**config.mk**
```make
export PLATFORM = sky130hd
export DESIGN_NAME = tick_timer
export DESIGN_NICKNAME = d
export VERILOG_FILES = /design/src/rtl/tick_timer_pkg.sv /design/src/rtl/tick_timer_regs.sv /design/src/rtl/tick_timer_ctr.sv /design/src/rtl/tick_timer_cmp.sv /design/src/rtl/tick_timer.sv
export SDC_FILE = /design/constraint.sdc
export NUM_CORES = 1
export LEC_CHECK = 0
export BUFFER_PORTS_ARGS = -buffer_cell sky130_fd_sc_hd__buf_2
export CAP_MARGIN = 20
export CORE_ASPECT_RATIO = 1.5
export CORE_MARGIN = 2
export CORE_UTILIZATION = 50
export CTS_CLUSTER_SIZE = 10
export DETAILED_ROUTE_END_ITERATION = 8
export PLACE_DENSITY = 0.68
export SLEW_MARGIN = 20
export SYNTH_ARGS = -nofsm -noshare
export SYNTH_HDL_FRONTEND = slang
export SYNTH_SLANG_ARGS = --single-unit
```
**constraint.sdc**
```tcl
create_clock -name clk -period 3.6 [get_ports clk]
set_input_delay 0.18 -clock clk [delete_from_list [all_inputs] [get_ports clk]]
set_output_delay 0.18 -clock clk [all_outputs]
set_load 0.03 [all_outputs]
```
**src/rtl/tick_timer_pkg.sv**
```systemverilog
package tick_timer_pkg;

    // counter state machine
    typedef enum logic [1:0] {
        ST_IDLE   = 2'd0,
        ST_COUNT  = 2'd1,
        ST_HALTED = 2'd2
    } ctr_state_e;

    // word addresses
    localparam int unsigned A_CTRL  = 0;
    localparam int unsigned A_COUNT = 1;
    localparam int unsigned A_FLAG  = 2;
    localparam int unsigned A_CHEN  = 3;
    localparam int unsigned A_CMP0  = 4;

    // control field positions
    localparam int unsigned CTRL_EN_BIT  = 0;
    localparam int unsigned CTRL_FRZ_BIT = 1;
    localparam int unsigned CTRL_PS_LSB  = 8;

endpackage

```
**src/rtl/tick_timer_regs.sv**
```systemverilog
module tick_timer_regs
    import tick_timer_pkg::*;
#(
    parameter int CNT_W  = 32,
    parameter int PS_W   = 8,
    parameter int NUM_CH = 4,
    parameter int ADDR_W = 3
) (
    input  logic                           clk,
    input  logic                           rst_n,
    input  logic                           wr_en,
    input  logic [ADDR_W-1:0]              addr,
    input  logic [CNT_W-1:0]               wdata,
    output logic                           ctrl_en,
    output logic                           ctrl_frz,
    output logic [PS_W-1:0]                presc,
    output logic [NUM_CH-1:0]              chen,
    output logic [NUM_CH-1:0][CNT_W-1:0]   cmp,
    output logic                           cnt_wr,
    output logic [NUM_CH-1:0]              clr_mask
);

    localparam logic [ADDR_W-1:0] AD_CTRL  = ADDR_W'(A_CTRL);
    localparam logic [ADDR_W-1:0] AD_COUNT = ADDR_W'(A_COUNT);
    localparam logic [ADDR_W-1:0] AD_FLAG  = ADDR_W'(A_FLAG);
    localparam logic [ADDR_W-1:0] AD_CHEN  = ADDR_W'(A_CHEN);

    logic wr_ctrl;
    logic wr_chen;

    assign wr_ctrl  = wr_en && (addr == AD_CTRL);
    assign wr_chen  = wr_en && (addr == AD_CHEN);
    assign cnt_wr   = wr_en && (addr == AD_COUNT);
    assign clr_mask = (wr_en && (addr == AD_FLAG)) ? wdata[NUM_CH-1:0] : '0;

    always_ff @(posedge clk or negedge rst_n) begin
        if (!rst_n) begin
            ctrl_en  <= 1'b0;
            ctrl_frz <= 1'b0;
            presc    <= '0;
        end else if (wr_ctrl) begin
            ctrl_en  <= wdata[CTRL_EN_BIT];
            ctrl_frz <= wdata[CTRL_FRZ_BIT];
            presc    <= wdata[CTRL_PS_LSB +: PS_W];
        end
    end

    always_ff @(posedge clk or negedge rst_n) begin
        if (!rst_n) begin
            chen <= '0;
        end else if (wr_chen) begin
            chen <= wdata[NUM_CH-1:0];
        end
    end

    always_ff @(posedge clk or negedge rst_n) begin
        if (!rst_n) begin
            cmp <= '0;
        end else begin
            for (int ch = 0; ch < NUM_CH; ch++) begin
                if (wr_en && (addr == ADDR_W'(A_CMP0 + ch))) begin
                    cmp[ch] <= wdata;
                end
            end
        end
    end

endmodule

```
**src/rtl/tick_timer_ctr.sv**
```systemverilog
module tick_timer_ctr
    import tick_timer_pkg::*;
#(
    parameter int CNT_W = 32,
    parameter int PS_W  = 8
) (
    input  logic             clk,
    input  logic             rst_n,
    input  logic             ctrl_en,
    input  logic             ctrl_frz,
    input  logic             dbg_halt,
    input  logic [PS_W-1:0]  presc,
    input  logic             cnt_wr,
    input  logic [CNT_W-1:0] wdata,
    output logic [CNT_W-1:0] count,
    output logic [CNT_W-1:0] count_inc,
    output logic             tick,
    output ctr_state_e       state
);

    ctr_state_e       state_q, state_d;
    logic [PS_W-1:0]  pcnt_q, pcnt_d;
    logic [CNT_W-1:0] count_q, count_d;
    logic             halt_req;

    assign halt_req  = ctrl_frz && dbg_halt;
    assign count_inc = count_q + 1'b1;
    assign count     = count_q;
    assign state     = state_q;

    // next-state selection
    always_comb begin
        state_d = state_q;
        unique case (state_q)
            ST_IDLE: begin
                if (ctrl_en) begin
                    state_d = halt_req ? ST_HALTED : ST_COUNT;
                end
            end
            ST_COUNT: begin
                if (!ctrl_en) begin
                    state_d = ST_IDLE;
                end else if (halt_req) begin
                    state_d = ST_HALTED;
                end
            end
            ST_HALTED: begin
                if (!ctrl_en) begin
                    state_d = ST_IDLE;
                end else if (!halt_req) begin
                    state_d = ST_COUNT;
                end
            end
            default: state_d = ST_IDLE;
        endcase
    end

    // state register
    always_ff @(posedge clk or negedge rst_n) begin
        if (!rst_n) begin
            state_q <= ST_IDLE;
        end else begin
            state_q <= state_d;
        end
    end

    // per-state datapath outputs
    always_comb begin
        tick    = 1'b0;
        pcnt_d  = pcnt_q;
        count_d = count_q;
        unique case (state_q)
            ST_IDLE: begin
                pcnt_d = '0;
                if (cnt_wr) begin
                    count_d = wdata;
                end
            end
            ST_COUNT: begin
                if (pcnt_q >= presc) begin
                    tick    = 1'b1;
                    pcnt_d  = '0;
                    count_d = count_inc;
                end else begin
                    pcnt_d = pcnt_q + 1'b1;
                end
            end
            ST_HALTED: begin
                pcnt_d  = pcnt_q;
                count_d = count_q;
            end
            default: begin
                pcnt_d = '0;
            end
        endcase
    end

    always_ff @(posedge clk or negedge rst_n) begin
        if (!rst_n) begin
            pcnt_q  <= '0;
            count_q <= '0;
        end else begin
            pcnt_q  <= pcnt_d;
            count_q <= count_d;
        end
    end

endmodule

```
**src/rtl/tick_timer_cmp.sv**
```systemverilog
module tick_timer_cmp #(
    parameter int CNT_W = 32
) (
    input  logic             clk,
    input  logic             rst_n,
    input  logic             tick,
    input  logic [CNT_W-1:0] next_count,
    input  logic [CNT_W-1:0] cmp_val,
    input  logic             ch_en,
    input  logic             clr,
    output logic             flag
);

    logic hit;

    assign hit = tick && ch_en && (next_count == cmp_val);

    always_ff @(posedge clk or negedge rst_n) begin
        if (!rst_n) begin
            flag <= 1'b0;
        end else begin
            flag <= hit | (flag & ~clr);
        end
    end

endmodule

```
**src/rtl/tick_timer.sv**
```systemverilog
module tick_timer
    import tick_timer_pkg::*;
#(
    parameter int CNT_W  = 32,
    parameter int PS_W   = 8,
    parameter int NUM_CH = 4,
    parameter int ADDR_W = 3
) (
    input  logic              clk,
    input  logic              rst_n,
    input  logic              reg_valid,
    input  logic              reg_write,
    input  logic [ADDR_W-1:0] reg_addr,
    input  logic [CNT_W-1:0]  reg_wdata,
    output logic [CNT_W-1:0]  reg_rdata,
    input  logic              dbg_halt,
    output logic [NUM_CH-1:0] irq
);

    localparam logic [ADDR_W-1:0] AD_CTRL  = ADDR_W'(A_CTRL);
    localparam logic [ADDR_W-1:0] AD_COUNT = ADDR_W'(A_COUNT);
    localparam logic [ADDR_W-1:0] AD_FLAG  = ADDR_W'(A_FLAG);
    localparam logic [ADDR_W-1:0] AD_CHEN  = ADDR_W'(A_CHEN);

    logic                         wr_en;
    logic                         rd_en;
    logic                         ctrl_en;
    logic                         ctrl_frz;
    logic [PS_W-1:0]              presc;
    logic [NUM_CH-1:0]            chen;
    logic [NUM_CH-1:0][CNT_W-1:0] cmp;
    logic                         cnt_wr;
    logic [NUM_CH-1:0]            clr_mask;
    logic [CNT_W-1:0]             count;
    logic [CNT_W-1:0]             count_inc;
    logic                         tick;
    ctr_state_e                   ctr_state;
    logic [NUM_CH-1:0]            flags;

    assign wr_en = reg_valid && reg_write;
    assign rd_en = reg_valid && !reg_write;

    tick_timer_regs #(
        .CNT_W (CNT_W),
        .PS_W  (PS_W),
        .NUM_CH(NUM_CH),
        .ADDR_W(ADDR_W)
    ) u_regs (
        .clk     (clk),
        .rst_n   (rst_n),
        .wr_en   (wr_en),
        .addr    (reg_addr),
        .wdata   (reg_wdata),
        .ctrl_en (ctrl_en),
        .ctrl_frz(ctrl_frz),
        .presc   (presc),
        .chen    (chen),
        .cmp     (cmp),
        .cnt_wr  (cnt_wr),
        .clr_mask(clr_mask)
    );

    tick_timer_ctr #(
        .CNT_W(CNT_W),
        .PS_W (PS_W)
    ) u_ctr (
        .clk      (clk),
        .rst_n    (rst_n),
        .ctrl_en  (ctrl_en),
        .ctrl_frz (ctrl_frz),
        .dbg_halt (dbg_halt),
        .presc    (presc),
        .cnt_wr   (cnt_wr),
        .wdata    (reg_wdata),
        .count    (count),
        .count_inc(count_inc),
        .tick     (tick),
        .state    (ctr_state)
    );

    for (genvar g = 0; g < NUM_CH; g++) begin : g_ch
        tick_timer_cmp #(
            .CNT_W(CNT_W)
        ) u_cmp (
            .clk       (clk),
            .rst_n     (rst_n),
            .tick      (tick),
            .next_count(count_inc),
            .cmp_val   (cmp[g]),
            .ch_en     (chen[g]),
            .clr       (clr_mask[g]),
            .flag      (flags[g])
        );
    end

    assign irq = flags;

    // read mux
    always_comb begin
        reg_rdata = '0;
        if (rd_en) begin
            if (reg_addr == AD_CTRL) begin
                reg_rdata[CTRL_EN_BIT]             = ctrl_en;
                reg_rdata[CTRL_FRZ_BIT]            = ctrl_frz;
                reg_rdata[CTRL_PS_LSB +: PS_W]     = presc;
            end else if (reg_addr == AD_COUNT) begin
                reg_rdata = count;
            end else if (reg_addr == AD_FLAG) begin
                reg_rdata[NUM_CH-1:0] = flags;
            end else if (reg_addr == AD_CHEN) begin
                reg_rdata[NUM_CH-1:0] = chen;
            end else begin
                for (int ch = 0; ch < NUM_CH; ch++) begin
                    if (reg_addr == ADDR_W'(A_CMP0 + ch)) begin
                        reg_rdata = cmp[ch];
                    end
                end
            end
        end
    end

endmodule

```
==> results by group <==
Worst setup path
  • Slowest stage delay, CP: 0.54 ns
  • Crit path kind: reg -> reg
  • CP required: 3.98 ns
  • Kind of end point of the critical path: flip-flop
  • Crit-path cells: ha_1, xnor2_1, xor2_1, nand4_1, or4_1, nor4_2, nand4_1, or4_1, o31ai_1
  • Cell family with most CP delay: simple AND/OR/NAND/NOR gates
  • Slowest cell on the critical path: or4_1
  • WP buf/inv: 0
  • CP Max Fanout: 6
  • R2R depth: 9
  • Startpoint types: flip-flop
  • Critical Path AT: just under 4 ns
  • Stages on worst setup path: 9

GRT
  • First-pass GRT wire length: 71.10 mm
  • Vias in the first global route: 11470
  • Total track usage: between 30% and 40%
  • Largest net degree at the start of global routing: 86
  • Initial antenna violation count: 1
  • Grt total ovfl: 0

Power and ir drop
  • Total power per unit cell area: ~670 mW/mm²
  • Maximum vdd drop: 410.9 µV
  • P_leak: 5.910 nW

Clock network
  • Worst-path clk slew: 0.08 ns
  • Clock Tree Buf Depth: 2
  • Num CTS Buffers: 17
  • Root buf cell: clkbuf_16
  • Clock Latency Late Sink: about 0.47 ns
  • Clk sink count: 188
  • Htree depth: 4
  • CTS tree: built
  • Setup Fix Bufs, Post-CTS: 0

Placement
  • DP HPWL: 35.25 mm
  • RD Place Congestion: 1.045
  • IO Port Bufs: 75
  • Dpl ws: 0.1632 ns

Synthesis
  • Post-synthesis cell count: 1349
  • Synth unique cells: 68
  • Mapped Avg Cell Area: between 9 and 10 µm²
  • Cell Area, Synth: 0.01258 mm²
  • EDFF count, synth: 0
  • Fraction of registers with async set/reset: 100.0%
  • Post-Syn Nets: between 1000 and 1500
  • YS warnings: 0
  • Post-synthesis sequential area ratio: 37.41%
  • Top_reg_cell synth: dfrtp_1
  • Flops & latches, synth: about 190

STA
  • Max Transition Viols Final: 0
  • Setup violators final: 0
  • Final hold slack: 0.005014 ns
  • Setup TNS Final: 0 ns
  • Min cycle time layout: roughly 3.5 ns
  • Setup ws final: 0.1108 ns
  • Unrepaired setup endpoints after global routing: false
  • Slew headroom: between 30% and 40%
  • F_max: 0.2866 GHz
  • Final critical-path share of the clock period: 96.92%
  • Least-Margin Pin Slew: 1.043 ns
  • Final clock skew: 0.01490 ns
  • Hold Fails Final Rpt: 0

Die
  • I/O pin total: 76
  • DIE HEIGHT: 198.2 µm
  • Full die area: 0.02646 mm²
  • Core Rows: 71
  • Chip width: 133.5 µm
  • Core Area: 0.02487 mm²
  • Starting density of the core: about half

Detailed routing
  • Number of vias per cell: 6.580
  • DR pass1 iterations: 6
  • DRC viols: 0
  • Post-route ant nets: 0
  • DRT iter0 DRCs: ~1000
  • Via count: ~12000
  • Wirelength per Cell: 27.11 µm
  • Final wirelength: 47.69 mm

Final layout
  • Nets: 1468
  • Layout cells sized above 1: 23.85%
  • Fill cells: 2221
  • Syn-to-layout area delta: 13.64%

Status
  • Status: finished, final reports clean

Run
  • # Max-Cap Violations: 0

Worst hold path
  • Hold path cells: 2
  • Hold Path Class: in -> reg
[final timing paths]
check / from / endpoint / slack, ns
setup / recovery: u_ctr.count[0] / g_ch[3].u_cmp.flag / 0.11
hold / removal: reg_wdata[27] / u_regs.cmp[59] / 0.005
setup reg to reg: u_ctr.count[0] / g_ch[3].u_cmp.flag / 0.11
hold reg to reg: u_regs.presc[4] / u_regs.presc[4] / 0.51
max in group asynchronous: rst_n / u_ctr.count[2] / 2.30
min in group asynchronous: rst_n / u_regs.cmp[28] / 0.32
[flip-flops by register name (all words and copies together) (netlist names), 2 cells and up]
register	count
u_regs.cmp	128
u_ctr.count	32
u_ctr.pcnt_q	8
u_regs.presc	8
g_ch.u_cmp.flag	4
u_regs.chen	4
u_ctr.state	2
[area by class of cell]
type / count / area, µm² / share of cell area [%]
diodes: 1 / 2.502 / 0.01751
clock buffers: 18 / 439.2 / 3.073
multi-input cells: 1026 / 7357 / 51.47
well taps: 328 / 410.4 / 2.871
clock inverters: 13 / 190.2 / 1.331
flip-flops and latches: 188 / 4705 / 32.92
inverters: 27 / 101.3 / 0.7091
repair buffers: 158 / 1087 / 7.607
[metrics by stage]
stage	cells	power [W]	utilization [%]	instance area, µm²
2_1_floorplan	1349	0.005925	-	12580
3_3_place_gp	1715	0.007429	54.41	13530
3_5_place_dp	1715	0.007462	54.41	13530
4_1_cts	1758	0.009555	57.42	14280
5_1_grt	1758	0.01008	57.45	14290
6_report	1759	0.009640	57.46	14290
[metal layers]
metal / wire [µm] / GRT usage, %
met3: 2852 / 7.092
met5: 13 / 0
met1: 17610 / 41.80
met2: 23740 / 61.99
met4: 3464 / 24.51
[layout by cell type, fill, tap and decap left out, drive strengths merged, types with 6 or more instances in the layout]
master | synthesis | final
a211oi | 14 | 14
dfrtp | 188 | 188
nor2 | 91 | 91
inv | 26 | 28
mux2 | 144 | 144
o31ai | 6 | 6
o21ai | 85 | 85
a31oi | 9 | 9
a222oi | 26 | 26
nand2 | 110 | 110
nand2b | 16 | 16
nor3 | 30 | 30
o22ai | 23 | 23
xor2 | 61 | 61
and3 | 16 | 16
and2 | 8 | 8
dlygate4sd3 | 0 | 12
or4 | 10 | 10
nand3 | 46 | 46
nor4 | 15 | 15
xnor2 | 72 | 72
clkbuf | 83 | 19
nand4 | 41 | 41
ha | 10 | 10
a221oi | 6 | 6
buf | 25 | 145
o211ai | 6 | 6
mux2i | 34 | 34
and4 | 7 | 7
a2111oi | 10 | 10
a21oi | 64 | 64
[Yosys cell counts, drive strengths merged (4+ instances only)]
| cell | n | share of area, % |
|---|---|---|
| a211oi | 14 | 0.84 |
| and3 | 16 | 0.80 |
| a221oi | 6 | 0.42 |
| nand4 | 41 | 2.0 |
| o211ai | 6 | 0.36 |
| nor4 | 15 | 1.0 |
| mux2i | 34 | 2.7 |
| nor3 | 30 | 1.2 |
| buf | 25 | 1.1 |
| dfrtp | 188 | 37 |
| a31oi | 9 | 0.45 |
| clkbuf | 83 | 2.5 |
| o221ai | 5 | 0.35 |
| mux2 | 144 | 13 |
| nand2b | 16 | 0.80 |
| o21ai | 85 | 3.4 |
| xor2 | 61 | 4.2 |
| nand3b | 5 | 0.30 |
| a21oi | 64 | 2.5 |
| o31ai | 6 | 0.36 |
| and2 | 8 | 0.40 |
| mux4 | 4 | 0.72 |
| and4 | 7 | 0.49 |
| xnor2 | 72 | 5.0 |
| inv | 26 | 0.78 |
| o22ai | 23 | 1.1 |
| nand2 | 110 | 3.3 |
| nand3 | 46 | 1.9 |
| o311ai | 5 | 0.35 |
| or4 | 10 | 0.60 |
| a2111oi | 10 | 0.70 |
| a21o | 4 | 0.24 |
| nor2b | 4 | 0.20 |
| a222oi | 26 | 2.1 |
| ha | 10 | 0.99 |
| nor2 | 91 | 2.7 |
[cell families (layout without fill, tap and decap cells)]
| kind of cell | Yosys count | after routing | share of synthesized area (%) |
|---|---|---|---|
| mux | 182 | 182 | 16.32 |
| buf+inv | 135 | 216 | 4.357 |
| xor+xnor | 134 | 134 | 9.441 |
| other cells | 0 | 1 | 0 |
| fa+ha+maj | 11 | 11 | 1.074 |
| compound gates | 291 | 291 | 15.13 |
| simple gates | 408 | 408 | 16.28 |
| flops | 188 | 188 | 37.41 |
[what timing repair did]
item	4_1_cts	5_1_grt
hold endpoints to repair	118	0
gates resized for setup	0	1
endpoints found under the setup margin	0	1
hold buffers	12	0
[power by group]
group          total, W  switching (W)  internal (W)
registers       0.00346       0.000800       0.00266
logic           0.00412        0.00246       0.00166
clock network   0.00207       0.000885       0.00118
(Power assumes the default switching activity.)
